`src/rtl/pf_csr_pkg.sv`:
```
package pf_csr_pkg;
  localparam int DATA_W = 32;
  localparam int IRQ_W  = 12;

  localparam logic [2:0] ADR_CFGA  = 3'd0;
  localparam logic [2:0] ADR_CFGB  = 3'd1;
  localparam logic [2:0] ADR_CTRL  = 3'd2;
  localparam logic [2:0] ADR_STAT  = 3'd3;
  localparam logic [2:0] ADR_ISTAT = 3'd4;
  localparam logic [2:0] ADR_IEN   = 3'd5;

  localparam logic [DATA_W-1:0] CFGA_KEEP  = 32'h7F8F_7FBF;
  localparam logic [DATA_W-1:0] CFGA_INIT  = 32'h0000_4000;
  localparam logic [IRQ_W-1:0]  IEN_KEEP   = 12'hF03;
  localparam logic [IRQ_W-1:0]  IST_SOURCES = 12'h002;

  localparam int DONE_BIT   = 1;
  localparam int DIR_BIT    = 0;
  localparam int THR_LSB    = 8;
  localparam int THR_W      = 7;
  localparam int FILL_LSB   = 24;
  localparam int FLAG_BIT   = 16;
endpackage

```
`src/rtl/pf_fill_tracker.sv`:
```
module pf_fill_tracker #(
  parameter int DEPTH = 64,
  parameter int OCC_W = $clog2(DEPTH + 1)
) (
  input  logic             clk,
  input  logic             rst,
  input  logic             hold,
  input  logic             load_en,
  input  logic             load_full,
  input  logic             run,
  input  logic             push_req,
  input  logic             pop_req,
  output logic [OCC_W-1:0] occ,
  output logic             push_ack,
  output logic             pop_ack
);
  localparam logic [OCC_W-1:0] FULL = OCC_W'(DEPTH);

  logic push_ok, pop_ok;

  assign push_ok = run && !hold && push_req && (occ != FULL);
  assign pop_ok  = run && !hold && pop_req  && (occ != '0);

  always_ff @(posedge clk) begin
    if (rst) begin
      occ      <= '0;
      push_ack <= 1'b0;
      pop_ack  <= 1'b0;
    end else begin
      push_ack <= push_ok;
      pop_ack  <= pop_ok;
      if (load_en)
        occ <= load_full ? FULL : '0;
      else
        occ <= occ + OCC_W'(push_ok) - OCC_W'(pop_ok);
    end
  end

  AST_OCC_LIMIT: assert property (@(posedge clk) disable iff (rst)
    occ <= FULL) else $error("fill level above depth");

  AST_OCC_STEP: assert property (@(posedge clk) disable iff (rst)
    !load_en |=> ((int'(occ) <= int'($past(occ)) + 1) &&
                  (int'(occ) + 1 >= int'($past(occ)))))
    else $error("fill level jumped");

  AST_ACK_NEEDS_RUN: assert property (@(posedge clk) disable iff (rst)
    (!run || hold) |=> (!push_ack && !pop_ack))
    else $error("ack while stopped");
endmodule

```
`src/rtl/pf_xfer_counter.sv`:
```
module pf_xfer_counter #(
  parameter int CNT_W = 14
) (
  input  logic             clk,
  input  logic             rst,
  input  logic             ctrl_wr,
  input  logic             ctrl_go,
  input  logic [CNT_W-1:0] load_val,
  input  logic             beat,
  output logic [CNT_W-1:0] remaining,
  output logic             running,
  output logic             finish
);
  localparam logic [CNT_W-1:0] ONE = CNT_W'(1);

  assign finish = running && !ctrl_wr && beat && (remaining == ONE);

  always_ff @(posedge clk) begin
    if (rst) begin
      remaining <= '0;
      running   <= 1'b0;
    end else if (ctrl_wr) begin
      if (ctrl_go) begin
        remaining <= load_val;
        running   <= |load_val;
      end else begin
        running   <= 1'b0;
      end
    end else if (running && beat) begin
      remaining <= remaining - ONE;
      if (remaining == ONE)
        running <= 1'b0;
    end
  end

  AST_RUN_NONZERO: assert property (@(posedge clk) disable iff (rst)
    running |-> (remaining != '0)) else $error("running with zero count");

  AST_FINISH_STOPS: assert property (@(posedge clk) disable iff (rst)
    finish |=> (!running && remaining == '0)) else $error("finish did not stop");

  AST_IDLE_FROZEN: assert property (@(posedge clk) disable iff (rst)
    (!running && !ctrl_wr) |=> $stable(remaining)) else $error("count moved while idle");
endmodule

```
`src/rtl/pf_irq_unit.sv`:
```
module pf_irq_unit #(
  parameter int              W       = 12,
  parameter logic [W-1:0]    EN_KEEP = 12'hF03,
  parameter logic [W-1:0]    SOURCES = 12'h002
) (
  input  logic         clk,
  input  logic         rst,
  input  logic         en_wr,
  input  logic         st_wr,
  input  logic [W-1:0] wdata,
  input  logic [W-1:0] evt_set,
  output logic [W-1:0] status,
  output logic [W-1:0] enable,
  output logic         irq
);
  logic [W-1:0] st_next, en_next;

  assign en_next = en_wr ? (wdata & EN_KEEP) : enable;

  for (genvar b = 0; b < W; b++) begin : g_bit
    if (SOURCES[b]) begin : g_src
      assign st_next[b] = evt_set[b] || (status[b] && !(st_wr && wdata[b]));
      always_ff @(posedge clk) begin
        if (rst) status[b] <= 1'b0;
        else     status[b] <= st_next[b];
      end
    end else begin : g_none
      assign st_next[b] = 1'b0;
      assign status[b]  = 1'b0;
    end
  end

  always_ff @(posedge clk) begin
    if (rst) begin
      enable <= '0;
      irq    <= 1'b0;
    end else begin
      enable <= en_next;
      irq    <= |(st_next & en_next);
    end
  end

  AST_IRQ_LEVEL: assert property (@(posedge clk) disable iff (rst)
    irq == |(status & enable)) else $error("irq out of step");

  AST_SET_WINS: assert property (@(posedge clk) disable iff (rst)
    |(evt_set & SOURCES) |=> |(status & $past(evt_set))) else $error("event lost");
endmodule

```
`src/rtl/pf_engine_csr.sv`:
```
module pf_engine_csr #(
  parameter int ADDR_W = 3,
  parameter int DEPTH  = 64,
  parameter int CNT_W  = 14
) (
  input  logic              clk,
  input  logic              rst,
  input  logic              reg_wr,
  input  logic              reg_rd,
  input  logic [ADDR_W-1:0] reg_addr,
  input  logic [31:0]       reg_wdata,
  output logic [31:0]       reg_rdata,
  input  logic              push_req,
  input  logic              pop_req,
  input  logic              beat_done,
  output logic              push_ack,
  output logic              pop_ack,
  output logic              irq
);
  import pf_csr_pkg::*;

  localparam int OCC_W = $clog2(DEPTH + 1);
  localparam logic [31:0] CNT_KEEP = 32'((64'd1 << CNT_W) - 1);

  logic [31:0]       cfg_a, cfg_b;
  logic [OCC_W-1:0]  occ;
  logic [CNT_W-1:0]  remaining;
  logic              running, finish, over_thr;
  logic [IRQ_W-1:0]  ist, ien;
  logic [31:0]       stat_word, rd_mux;
  logic [THR_W-1:0]  thr;

  logic wr_cfga, wr_cfgb, wr_ctrl, wr_ist, wr_ien;
  assign wr_cfga = reg_wr && (3'(reg_addr) == ADR_CFGA);
  assign wr_cfgb = reg_wr && (3'(reg_addr) == ADR_CFGB);
  assign wr_ctrl = reg_wr && (3'(reg_addr) == ADR_CTRL);
  assign wr_ist  = reg_wr && (3'(reg_addr) == ADR_ISTAT);
  assign wr_ien  = reg_wr && (3'(reg_addr) == ADR_IEN);

  always_ff @(posedge clk) begin
    if (rst) begin
      cfg_a <= CFGA_INIT;
      cfg_b <= '0;
    end else begin
      if (wr_cfga) cfg_a <= reg_wdata & CFGA_KEEP;
      if (wr_cfgb) cfg_b <= reg_wdata & CNT_KEEP;
    end
  end

  pf_fill_tracker #(.DEPTH(DEPTH), .OCC_W(OCC_W)) u_fill (
    .clk       (clk),
    .rst       (rst),
    .hold      (wr_ctrl),
    .load_en   (wr_ctrl && reg_wdata[0]),
    .load_full (cfg_a[DIR_BIT]),
    .run       (running),
    .push_req  (push_req),
    .pop_req   (pop_req),
    .occ       (occ),
    .push_ack  (push_ack),
    .pop_ack   (pop_ack)
  );

  pf_xfer_counter #(.CNT_W(CNT_W)) u_xfer (
    .clk       (clk),
    .rst       (rst),
    .ctrl_wr   (wr_ctrl),
    .ctrl_go   (reg_wdata[0]),
    .load_val  (cfg_b[CNT_W-1:0]),
    .beat      (beat_done),
    .remaining (remaining),
    .running   (running),
    .finish    (finish)
  );

  pf_irq_unit #(.W(IRQ_W), .EN_KEEP(IEN_KEEP), .SOURCES(IST_SOURCES)) u_irq (
    .clk     (clk),
    .rst     (rst),
    .en_wr   (wr_ien),
    .st_wr   (wr_ist),
    .wdata   (reg_wdata[IRQ_W-1:0]),
    .evt_set (IRQ_W'(finish) << DONE_BIT),
    .status  (ist),
    .enable  (ien),
    .irq     (irq)
  );

  assign thr       = cfg_a[THR_LSB +: THR_W];
  assign over_thr  = 32'(occ) > 32'(thr);
  assign stat_word = (32'(occ) << FILL_LSB) | (32'(over_thr) << FLAG_BIT) | 32'(remaining);

  always_comb begin
    case (3'(reg_addr))
      ADR_CFGA:  rd_mux = cfg_a;
      ADR_CFGB:  rd_mux = cfg_b;
      ADR_CTRL:  rd_mux = 32'(running);
      ADR_STAT:  rd_mux = stat_word;
      ADR_ISTAT: rd_mux = 32'(ist);
      ADR_IEN:   rd_mux = 32'(ien);
      default:   rd_mux = '0;
    endcase
  end

  always_ff @(posedge clk) begin
    if (rst)         reg_rdata <= '0;
    else if (reg_rd) reg_rdata <= rd_mux;
  end

  AST_STAT_FILL_CAP: assert property (@(posedge clk) disable iff (rst)
    $past(reg_rd) && ($past(3'(reg_addr)) == ADR_STAT) |-> (reg_rdata[30:24] <= 7'(DEPTH)))
    else $error("status fill field too large");
endmodule

```
`config.mk`:
```
export PLATFORM = sky130hd
export DESIGN_NAME = pf_engine_csr
export DESIGN_NICKNAME = d
export VERILOG_FILES = /design/src/rtl/pf_csr_pkg.sv /design/src/rtl/pf_fill_tracker.sv /design/src/rtl/pf_xfer_counter.sv /design/src/rtl/pf_irq_unit.sv /design/src/rtl/pf_engine_csr.sv
export SDC_FILE = /design/constraint.sdc
export NUM_CORES = 1
export LEC_CHECK = 0
export ABC_AREA = 1
export ABC_CLOCK_PERIOD_IN_PS = 4600
export BUFFER_PORTS_ARGS = -buffer_cell sky130_fd_sc_hd__buf_2
export CORE_MARGIN = 3
export CORE_UTILIZATION = 45
export DETAILED_ROUTE_END_ITERATION = 6
export PLACE_DENSITY = 0.65
export SETUP_SLACK_MARGIN = 0.15
export SLEW_MARGIN = 20
export SYNTH_ARGS = -nofsm -noshare
export SYNTH_HDL_FRONTEND = slang
export SYNTH_HIERARCHICAL = 1
export SYNTH_SLANG_ARGS = --single-unit
```
`constraint.sdc`:
```
create_clock -name clk -period 4.6 [get_ports clk]
set_clock_uncertainty 0.1 [all_clocks]
set_input_delay 0.46 -clock clk [delete_from_list [all_inputs] [get_ports clk]]
set_output_delay 0.46 -clock clk [all_outputs]
set_load 0.03 [all_outputs]
```
; ---- Word-level counts from Yosys, hierarchy flattened
; Index checks and enable logic that the tools add are counted.
[word_totals]
input_bits = 42
regBits = 110
word_cells = 64
[op_classes]
eq_ne = 8
n_lt_le_gt_ge = 1
bitwise = 3
muxes = 11
n_reduce_logical = 27
addsub = 3
[ops]
columns = operator, count
row1 = case mux 31 bit (6 select lines), 1
row2 = 2-to-1 mux 14 bit, 3
row3 = bitwise OR 31 x 14 -> 31 bit, 1
row4 = bitwise OR 31 x 17 -> 31 bit, 1
row5 = logical AND 1 bit, 16
row6 = == test 14 x 1 -> 1 bit (second input constant), 1
row7 = 2-to-1 mux 7 bit, 2
row8 = OR reduction 14 bit, 1
row9 = subtractor 14 x 1 -> 14 bit (second input constant), 1
row10 = bitwise AND 2 x 12 -> 12 bit, 1
row11 = 2-to-1 mux 12 bit, 1
row12 = OR reduction 12 bit, 1
row13 = adder 7 x 1 -> 7 bit, 1
row14 = > comparator 7 bit, 1
row15 = != test 7 bit (second input constant), 1
row16 = nonzero test 7 bit, 1
row17 = subtractor 7 x 1 -> 7 bit, 1
row18 = == test 3 x 2 -> 1 bit (second input constant), 2
row19 = == test 3 bit (second input constant), 2
row20 = 2-to-1 mux 1 bit, 4
row21 = AND reduction 2 bit, 2
row22 = nonzero test 2 bit, 2
row23 = == test 3 x 1 -> 1 bit (second input constant), 1
row24 = logical NOT 3 bit, 1
row25 = 3 further kinds, 4

; ---- Longest topological paths before layout
; Gate-level depths: netlist (run 1).
[depth]
word_depth = 9
ltp_mapped = 19
ltp_nobuf = 17

; ---- Hierarchy
; Netlist (run 1), hierarchy kept.
[by_module_without_submodules]
columns = module, instances, cells_each, area_each_um2, seq_area_each_um2
row1 = pf_engine_csr, 1, 463, 3326.9, 1341.3
row2 = pf_xfer_counter, 1, 185, 1172.4, 300.3
row3 = pf_fill_tracker, 1, 88, 609.3, 180.2
row4 = pf_irq_unit, 1, 53, 411.6, 160.2

; ---- Worst setup path after synthesis (run 1)
; No wires, ideal clock.
[synth_timing]
path_type = input -> register
start = input port reg_addr[2]
end = register u_fill.occ[4]
setup_ns = 0.123
required_ns = 4.377
t_arrival_ns = 2.757
slack_ns = 1.619
cell_stages = 15
path_cell_list = buf_2 clkbuf_1 nor4_1 inv_1 nand2_1 nor3_1 ha_1 inv_1 ha_1 fa_1 nand2_1 nand2_1 and2_1 o21ai_0 a21oi_1
[synth_rtl]
columns = element, line
row1 = start: declaration, pf_engine_csr.sv:10  ; input logic [ADDR_W-1:0] reg_addr,
row2 = == test 3 x 2 -> 1 bit, pf_engine_csr.sv:36  ; assign wr_ctrl = reg_wr && (3'(reg_addr) == ADR_CTRL);
row3 = logical AND 1 bit, pf_engine_csr.sv:36
row4 = via wr_ctrl, pf_engine_csr.sv:33  ; logic wr_cfga, wr_cfgb, wr_ctrl, wr_ist, wr_ien;
row5 = logical NOT 1 bit, pf_fill_tracker.sv:22  ; assign pop_ok = run && !hold && pop_req && (occ != '0);
row6 = logical AND 1 bit (3 in a row), pf_fill_tracker.sv:22
row7 = via u_fill.pop_ok, pf_fill_tracker.sv:19  ; logic push_ok, pop_ok;
row8 = subtractor 7 x 1 -> 7 bit, pf_fill_tracker.sv:35  ; occ <= occ + OCC_W'(push_ok) - OCC_W'(pop_ok);
row9 = 2-to-1 mux 7 bit, pf_fill_tracker.sv:32  ; if (load_en)
row10 = end signal: assignment, pf_fill_tracker.sv:33  ; occ <= load_full ? FULL : '0;
row11 = end signal: assignment, pf_fill_tracker.sv:35
row12 = end: declaration, pf_fill_tracker.sv:13  ; output logic [OCC_W-1:0] occ,
; The timed path passes the listed nets, and every way through them passes these cells.
; A chain may end at the register's enable or synchronous reset.

; ---- Final worst setup path (run 1)
[layout_timing]
start = input port reg_addr[1]
end = register u_fill.occ[4]
; Same word-level chain as after synthesis.

==> impl_metrics.json, run 1 <==
{
  "drc": 0,
  "finalSetupViolCount": 0,
  "worstMarginPinSlew_ns": 1.004,
  "grt_setup_unrepaired": "no",
  "grtUsageTotal": 0.2268,
  "finalNetCount": 889,
  "yosysSeqAreaShare": 0.3590,
  "syn_area_mm2": 0.005520,
  "clock_sinks": 99,
  "placed_cells": 960,
  "die_y_um": 116.8,
  "drive_gt1_frac": 0.1585,
  "cts_max_level": 3,
  "fin_cells": 976,
  "worstSetupPathType": "input port to flip-flop",
  "clock.fmax_mhz": 318.8,
  "synth_edf_count": 0,
  "ir_drop_mv": 0.2689,
  "hp-class": "input port to flip-flop",
  "min-delay-start": "reg_wdata[14]",
  "drt-total-wl_um": 15150,
  "clkSlewWorstSetupHoldPaths_ns": 0.07,
  "cts_buffers": 9,
  "core_mm2": 0.01171,
  "grt_max_degree": 41,
  "port_buffers": 66,
  "die-area_mm2": 0.01363,
  "cts_tree": "built",
  "synth_cell_types": 35,
  "ys_ff_latch": 99,
  "grt_pass1_wl_um": 24150,
  "syn-mean-instance-area_um2": 6.997,
  "worst_ep_required_time_ns": 4.74,
  "cts_root_buf": "clkbuf_16",
  "hold_buffers": 0,
  "wl_per_cell_um": 15.52,
  "clkLatencyLatePin_ns": 0.35,
  "hpwl_um": 11150,
  "vias": 5267,
  "gp_congestion": 0.9116,
  "slew_headroom": 0.3243,
  "ys.flop_type": "dfxtp_1",
  "antenna_found_initial": 0,
  "async_flop_share": 0,
  "fillerInstances": 1177,
  "p_leak_uw": 0.002769,
  "slew_viol_final": 0,
  "cts-resized-gates": 0,
  "r2r_end": "u_fill/occ[4]",
  "drt_iter0_drc": 362,
  "dr.pass1.iters": 5,
  "reg2reg_from": "u_fill/occ[2]",
  "die_w_um": 116.8,
  "viasPerCell": 5.397,
  "hold_depth": 3,
  "hold_end": "cfg_a[14]",
  "area_growth_pct": 9.316,
  "rows": 39,
  "postCtsSetupBuffers": 0,
  "ios": 77,
  "status": "complete, no violations",
  "grt_pass1_vias": 4824,
  "n_antenna_cell": 0,
  "overflow": 0,
  "synth_largest_area_cell": "dfxtp_1",
  "reg2reg_depth": 13,
  "cts_buffer_depth": 2,
  "start_util": 0.4714,
  "cp.arrival_ns": 3.27,
  "end_kind": "flip-flop",
  "hold_viol_final": 0,
  "fin_crit_sh": 0.6819,
  "yosysTopAreaCellShare": 0.3590,
  "min_period_ns": 3.137,
  "r2r_slack_ns": 1.96,
  "setup_tns_ns": 0,
  "cp_max_fo": 19,
  "yosys_warnings": 6,
  "maxCapViolations": 0,
  "hold_slack_ns": 0.2524,
  "synthesis.instances": 789,
  "powerDensity_mw_per_mm2": 344.3,
  "ant_nets": 0,
  "yosys-top-cells-area": "dfxtp_1 36%, nand2_1 9.7%, a21oi_1 6.5%",
  "start_kind": "input port"
}
## how the worst max path moves through the flow
stage                startpoint             to  slack (ns)  depth (start not counted)
finish              reg_addr[1]  u_fill/occ[4]        1.46                         16
global route        reg_addr[1]  u_fill/occ[4]        1.17                         16
CTS                 reg_addr[1]  u_fill/occ[4]        1.49                         16
detailed placement  reg_addr[1]  u_fill/occ[4]        1.13                         16
global placement    reg_addr[1]  u_fill/occ[6]        1.17                         19
floorplan           reg_addr[2]  u_fill/occ[4]        1.62                         15
## flip-flops by register name, indices dropped and copies added, names as in the netlist
| signal | flops |
|---|---|
| u_fill/pop_ack | 1 |
| cfg_b | 14 |
| u_irq/irq | 1 |
| cfg_a | 26 |
| reg_rdata | 27 |
| u_fill/push_ack | 1 |
| u_xfer/remaining | 14 |
| u_xfer/running | 1 |
| u_fill/occ | 7 |
| u_irq/status | 1 |
| u_irq/enable | 6 |
## layer usage
| metal | part of all wire | global-route usage | up-vias |
|---|---|---|---|
| met5 | 0 | 0 | - |
| met4 | 0.018 | 0.06498 | 0 |
| met3 | 0.055 | 0.03420 | 23 |
| met2 | 0.47 | 0.3781 | 174 |
| met1 | 0.45 | 0.3052 | 2442 |
| li1 | - | - | 2628 |
## stage by stage
step / utilization / instance area, um2 / power [uW] / setup slack, ns
after global placement: 0.4895 / 5733 / 1313 / 1.174
after CTS: 0.5153 / 6035 / 2093 / 1.494
after detailed placement: 0.4895 / 5733 / 1322 / 1.127
after global routing: 0.5153 / 6035 / 2199 / 1.174
final: 0.5153 / 6035 / 2078 / 1.463
after floorplan: - / 5595 / 1246 / 1.619
## cells in the mapped netlist, drive strengths merged (10+ instances only)
cell type    n
clkbuf      15
o21bai      10
a21oi       77
dfxtp       99
nand2      152
o21ai       63
ha          18
nand4       28
inv         86
buf         46
nor2        93
nand3       71
## critical path: stages
cell and delay, ns:
buf_2 0.33, inv_1 0.29, nor4_2 0.26, buf_4 0.25, inv_1 0.11, nand2_1 0.10, nor3_1 0.06, ha_1 0.28
inv_1 0.04, ha_1 0.21, fa_1 0.39, nand2_1 0.09, nand2_1 0.08, and2_1 0.15, o21ai_0 0.13, a21oi_1 0.05
## cells by family after synthesis
kind of cell | count (synthesis) | share of synthesized area
AO/OA/AOI/OAI | 163 | 0.1593
XOR/XNOR | 1 | 0.001587
adder cells (fa/ha/maj) | 19 | 0.04443
buffers and inverters | 147 | 0.1315
flip-flops | 99 | 0.3590
other | 2 | 0.001360
AND/OR/NAND/NOR | 358 | 0.3028
## layout by cell type, fill, tap and decap left out, drive strengths merged
cell      synthesis  routed
nand2           152     152
clkbuf           15      10
nor4              6       6
inv              86      88
clkinvlp          0       1
dfxtp            99      99
fa                1       1
and2              1       1
o21bai           10      10
nand3            71      71
bufinv            0       1
nor2             93      93
conb              2      22
nor3              5       5
a21o              1       1
o211ai            2       2
o22ai             7       7
o21ai            63      63
ha               18      18
clkinv            0       2
xnor2             1       1
buf              46      69
a21oi            77      77
and3              2       2
a31oi             3       3
nand4            28      28
## area by class of cell
| class | instances | area [um2] | share of cell area |
|---|---|---|---|
| Sequential cell | 99 | 1982 | 0.3284 |
| Clock buffer | 10 | 229.0 | 0.03794 |
| Inverter | 86 | 325.3 | 0.05391 |
| Clock inverter | 6 | 72.57 | 0.01203 |
| Tap cell | 143 | 178.9 | 0.02965 |
| Multi-Input combinational cell | 563 | 2894 | 0.4796 |
| Timing Repair Buffer | 69 | 352.8 | 0.05847 |
## power by group
group	switching (uW)	internal [uW]
logic	243	135
registers	37.2	891
clock network	343	428
Power figures use the tool's default switching activity.
==> run 2: changes to the inputs <==
Settings changed: ABC_AREA 1 to 0, ABC_CLOCK_PERIOD_IN_PS 4600 to 2900.
Clock period 4.6 ns to 2.9 ns, I/O delays scaled along.
==> run 2 against run 1 <==
Net effect:
- sequential cell count did not move
- sequential share of layout area up 0.39 points
- area after synthesis down 3.7%
- setup slack got worse by 1.3 ns
- critical path type is now flip-flop to flip-flop
==> impl_metrics.json, run 2 <==
{
  "grt_max_degree": 44,
  "cp_max_fo": 4,
  "slew_headroom": 0.3530,
  "end_kind": "flip-flop",
  "antenna_found_initial": 0,
  "cts_buffers": 9,
  "cts_buffer_depth": 2,
  "placed_cells": 804,
  "clock_sinks": 99,
  "n_antenna_cell": 0,
  "viasPerCell": 5.632,
  "drc": 0,
  "syn_area_mm2": 0.005315,
  "crit_path_frequent_cell": "a21oi_2",
  "start_util": 0.4635,
  "worstMarginPinSlew_ns": 0.9695,
  "synth.most_common_cell": "nand2_1",
  "syn-mean-instance-area_um2": 8.518,
  "area_growth_pct": 12.76,
  "drt_iter0_drc": 356,
  "grt_setup_unrepaired": "yes",
  "status": "complete, no violations",
  "grtUsageTotal": 0.2261,
  "min_period_ns": 2.771,
  "ant_nets": 0,
  "ys.flop_type": "dfxtp_1",
  "drt-total-wl_um": 14690,
  "yosys-top-cells-area": "dfxtp_1 37%, nand2_1 8.0%, mux2i_1 4.9%",
  "cpMaxStageDelayCell": "fa_2",
  "maxCapViolations": 0,
  "final_common_cell": "nand2_1",
  "top_regs": "reg_rdata (27), cfg_a (26)",
  "clkSlewWorstSetupHoldPaths_ns": 0.07,
  "yosysTopAreaCellShare": 0.3729,
  "finalSetupViolCount": 0,
  "vias": 4658,
  "hold_buffers": 0,
  "fin_crit_sh": 0.9557,
  "powerDensity_mw_per_mm2": 528.5,
  "p_leak_uw": 0.002302,
  "ios": 77,
  "port_buffers": 66,
  "ir_drop_mv": 0.3946,
  "finalNetCount": 740,
  "async_flop_share": 0,
  "fin_cells": 827,
  "cts_root_buf": "clkbuf_16",
  "die_w_um": 114.7,
  "die-area_mm2": 0.01315,
  "cts_tree": "built",
  "grt_pass1_wl_um": 23270,
  "synth_cell_types": 70,
  "cp_cell_sequence": "inv_2 > ha_2 > nand2_1 > nor3_2 > a21oi_2 > ha_1 > inv_1 > ha_4 > fa_2 > a21oi_2 > nor4b_2 > o31a_1 > o31ai_1",
  "hpwl_um": 10380,
  "top_register": "reg_rdata",
  "yosys_warnings": 6,
  "setup_tns_ns": 0,
  "hold_viol_final": 0,
  "cp.arrival_ns": 2.93,
  "grt_pass1_vias": 4534,
  "overflow": 0,
  "slew_viol_final": 0,
  "clkLatencyLatePin_ns": 0.35,
  "final_cell_mix": "113 x nand2_1, 95 x dfxtp_1, 66 x buf_2",
  "cts_max_level": 3,
  "critPathMaxStageDelay_ns": 0.37,
  "synth_largest_area_cell": "dfxtp_1",
  "ys_ff_latch": 99,
  "core_mm2": 0.01147,
  "die_y_um": 114.7,
  "synthesis.instances": 624,
  "largest_reg_flops": 27,
  "synth_edf_count": 0,
  "gp_congestion": 0.9371,
  "yosysSeqAreaShare": 0.3729,
  "start_kind": "flip-flop",
  "worst_ep_required_time_ns": 3.06,
  "ys_top_cells_by_count": "113 x nand2_1, 99 x dfxtp_1, 51 x a21oi_1",
  "drive_gt1_frac": 0.2135,
  "worstSetupPathType": "flip-flop to flip-flop",
  "hp-class": "input port to flip-flop",
  "clock.fmax_mhz": 360.8,
  "rows": 39,
  "wl_per_cell_um": 17.76,
  "dr.pass1.iters": 5
}
[run 2: cell count changes in the layout (fill, tap and decap cells not counted), sizes merged, moves of 13 or more]
cell	previous run	this run
o21ai	63	9
inv	88	27
o2bb2ai	0	15
nor2	93	29
nand4	28	4
buf	69	85
nand3	71	13
and2	1	14
mux2i	0	26
nand2	152	114
a21oi	77	60
[run 2: repair_timing]
item | 4_1_cts | 5_1_grt
setup endpoints to repair | 2 | 2
pin swaps | 0 | 6
setup buffers | 2 | 5
resized for setup | 5 | 13
[run 2: layout make-up]
class,count,area (um2)
Clock buffer,11,242.7
Clock inverter,5,52.55
Fill cell,1081,5474
Inverter,27,101.3
Multi-Input combinational cell,457,2953
Sequential cell,99,1992
Tap cell,143,178.9
Timing Repair Buffer,85,473.0
[run 2: report_power, final]
group / internal, uW / switching, uW / total (uW)
combinational: 209 / 314 / 523
clock: 688 / 522 / 1210
sequential: 1400 / 35.7 / 1430
[run 2: layer usage]
metal / track usage / part of all wire
met1: 0.3152 / 0.46
met4: 0.09897 / 0.027
met5: 0 / 0
met2: 0.3380 / 0.45
met3: 0.04493 / 0.059
[run 2: cells by family (layout without fill, tap and decap cells)]
group                      Yosys count  after routing  share of synthesized area
AOI/OAI and AO/OA                  147            147                     0.1952
xor gates and xnor gates             5              5                   0.008239
adders and majority gates           19             19                    0.04614
buffers and inverters               88            128                    0.09463
DFF                                 99             99                     0.3729
muxes                               30             30                    0.05744
other                                2             22                   0.001413
and+or+nand+nor                    234            234                     0.2241
[run 2: final timing paths]
check / from / endpoint / slack (ns) / cells past startpoint
max: u_fill/occ[2] / u_fill/occ[6] / 0.13 / 13
min: reg_wdata[18] / cfg_a[18] / 0.08 / 3
max reg2reg: u_fill/occ[2] / u_fill/occ[6] / 0.13 / 13
min reg2reg: reg_rdata[18] / reg_rdata[18] / 0.36 / 2
[run 2: worst max-delay path: cells and delay by family (launching register included)]
kind,cells,cell delay (ns)
adders and majority gates,4,0.97
and+or+nand+nor,3,0.39
DFF,1,0.36
buffers and inverters,2,0.12
AOI/OAI and AO/OA,4,0.75
[run 2: stage by stage]
stage | hold WS [ns] | util | instance area (um2) | setup slack (ns) | total power [uW]
finish | 0.07901 | 0.5226 | 5993 | 0.1285 | 3167
global route | 0.07354 | 0.5226 | 5993 | 0.001319 | 3287
CTS | 0.06911 | 0.5162 | 5919 | 0.1683 | 3155
detailed placement | 0.3517 | 0.4883 | 5599 | 0.04845 | 1930
global placement | 0.3422 | 0.4883 | 5599 | 0.1918 | 1911
floorplan | 0.2666 | - | 5411 | 0.1659 | 1826
==> run 3: changes to the inputs <==
Settings changed: ABC_AREA 0 to 1, CTS_CLUSTER_DIAMETER set to 150.
==> run 3 against run 2 <==
Net effect:
- combinational power increased by 20%
- largest cell class unchanged
- clock-buffer cell count did not move
- hold slack got worse by 0.0052 ns
- final cell count is 19% higher
- setup slack better by 0.28 ns
- power up 6.2%
- non-clock buffer count shrank 5
- wire length rose by 4.8%
- global-route usage rose by 0.38 points
==> impl_metrics.json, run 3 (synthesis results as in run 1) <==
{
  "status": "complete, no violations",
  "cp-startpoint": "u_fill/occ[3]",
  "finalSetupViolCount": 0,
  "dr.pass1.iters": 5,
  "clkLatencyLatePin_ns": 0.35,
  "finalNetCount": 900,
  "seqCellArea_mm2": 0.001986,
  "final_common_cell": "nand2_1",
  "place_worst_setup_slack_ns": 0.1533,
  "cp.arrival_ns": 2.65,
  "drive_gt1_frac": 0.1754,
  "grtUsageTotal": 0.2299,
  "drc": 0,
  "met2_usage": 0.3618,
  "p_leak_uw": 0.002835,
  "hp-class": "input port to flip-flop",
  "fillerInstances": 1197,
  "die_y_um": 116.8,
  "ios": 77,
  "clock.fmax_mhz": 401.1,
  "grt_setup_unrepaired": "no",
  "overflow": 0,
  "setup_tns_ns": 0,
  "die-area_mm2": 0.01363,
  "utilization": 0.5240,
  "busiest_layer": "met2",
  "drt_iter0_drc": 461,
  "hpwl_um": 11230,
  "cp_max_fo": 4,
  "min_period_ns": 2.493,
  "cts_tree": "built",
  "clkSlewWorstSetupHoldPaths_ns": 0.07,
  "cts_buffers": 9,
  "clock_sinks": 99,
  "worst_ep_required_time_ns": 3.06,
  "r2r_end": "u_fill/occ[6]",
  "grt_pass1_vias": 4942,
  "grt_pass1_wl_um": 24380,
  "gp_congestion": 0.9345,
  "cts_max_level": 3,
  "cts_buffer_depth": 2,
  "die_w_um": 116.8,
  "slew_headroom": 0.3765,
  "start_util": 0.4714,
  "gr-usage-met3": 0.04249,
  "viasPerCell": 5.440,
  "worstMarginPinSlew_ns": 0.9342,
  "start_kind": "flip-flop",
  "drt-total-wl_um": 15400,
  "slew_viol_final": 0,
  "worstSetupEndpoint": "u_fill/occ[6]",
  "area_growth_pct": 11.17,
  "r2r_slack_ns": 0.41,
  "top_regs": "reg_rdata (27), cfg_a (26)",
  "core_mm2": 0.01171,
  "hold_viol_final": 0,
  "ir_drop_mv": 0.3123,
  "end_kind": "flip-flop",
  "grt_max_degree": 38,
  "multi_input_area_mm2": 0.002902,
  "powerDensity_mw_per_mm2": 548.0,
  "top_register": "reg_rdata",
  "n_antenna_cell": 0,
  "gr-usage-met1": 0.3023,
  "rows": 39,
  "reg2reg_depth": 16,
  "port_buffers": 66,
  "antenna_found_initial": 0,
  "cts_root_buf": "clkbuf_16",
  "worstSetupPathType": "flip-flop to flip-flop",
  "final_cell_mix": "143 x nand2_1, 96 x dfxtp_1, 77 x inv_1",
  "fin_crit_sh": 0.8596,
  "ant_nets": 0,
  "setup_slack_ns": 0.4070,
  "largest_reg_flops": 27,
  "maxCapViolations": 0,
  "wl_per_cell_um": 15.60,
  "min-delay-start": "reg_wdata[18]",
  "reg2reg_from": "u_fill/occ[3]",
  "vias": 5369
}
==> run 3: changes by cell type in the layout (fill, tap and decap cells not counted), sizes merged, moves of 24 or more <==
cell | previous run | this run
nand4 | 4 | 28
nand3 | 13 | 71
inv | 27 | 89
nor2 | 29 | 93
o21ai | 9 | 63
mux2i | 26 | 0
nand2 | 114 | 152
==> run 3: power breakdown <==
part / switching, uW / internal [uW] / total (uW) / leakage, uW
logic: 401 / 225 / 627 / 0.00188
registers: 57.3 / 1420 / 1470 / 0.000805
clock network: 556 / 707 / 1260 / 0.000153
==> run 3: timing repair <==
item | 4_1_cts | 5_1_grt
hold buffers | 0 | 0
setup endpoints to repair | 0 | 2
gates resized for setup | 0 | 6
hold endpoints to repair | 0 | 0
setup buffers | 0 | 0
==> run 3: metrics by stage <==
step	total power (uW)	instances	hold slack [ns]	area [um2]
floorplan	1977	809	0.2591	5602
global placement	2101	971	0.3394	5816
detailed placement	2110	971	0.3508	5816
CTS	3377	987	0.06593	6126
global route	3533	987	0.07746	6137
finish	3363	987	0.07379	6137
==> run 3: worst min path at each step <==
| stage | depth (start not counted) | end | slack (ns) |
|---|---|---|---|
| finish | 3 | cfg_a[18] | 0.07 |
| floorplan | 1 | cfg_a[17] | 0.26 |
| detailed placement | 2 | cfg_a[28] | 0.35 |
| CTS | 3 | cfg_a[18] | 0.07 |
| global placement | 2 | cfg_a[29] | 0.34 |
| global route | 3 | cfg_a[18] | 0.08 |
==> run 3: cell type report <==
cell class / instances / share of cell area
clock inverters: 5 / 0.01101
inverters: 86 / 0.05301
clock buffers: 11 / 0.03955
multi-input cells: 563 / 0.4728
well taps: 143 / 0.02915
repair buffers: 80 / 0.07095
flip-flops and latches: 99 / 0.3235
==> run 3: metal layers <==
layer | wire length [um] | part of all wire | vias up
met3 | 1088 | 0.071 | 41
met4 | 474 | 0.031 | 0
li1 | - | - | 2668
met1 | 6754 | 0.44 | 2463
met2 | 7079 | 0.46 | 197
met5 | 0 | 0 | -
==> run 3: critical path, stage by stage, from the launching register on <==
cell and delay [ns]:
dfxtp_1 0.40, inv_1 0.09, ha_1 0.19, nand4_1 0.09
nand4_1 0.11, ha_1 0.30, inv_1 0.04, ha_1 0.20
fa_2 0.35, nand2_1 0.09, nand2_1 0.08, nand3_1 0.09
nand2_1 0.06, nand2_1 0.06, nand3_1 0.06, nand2_1 0.05
inv_1 0.04
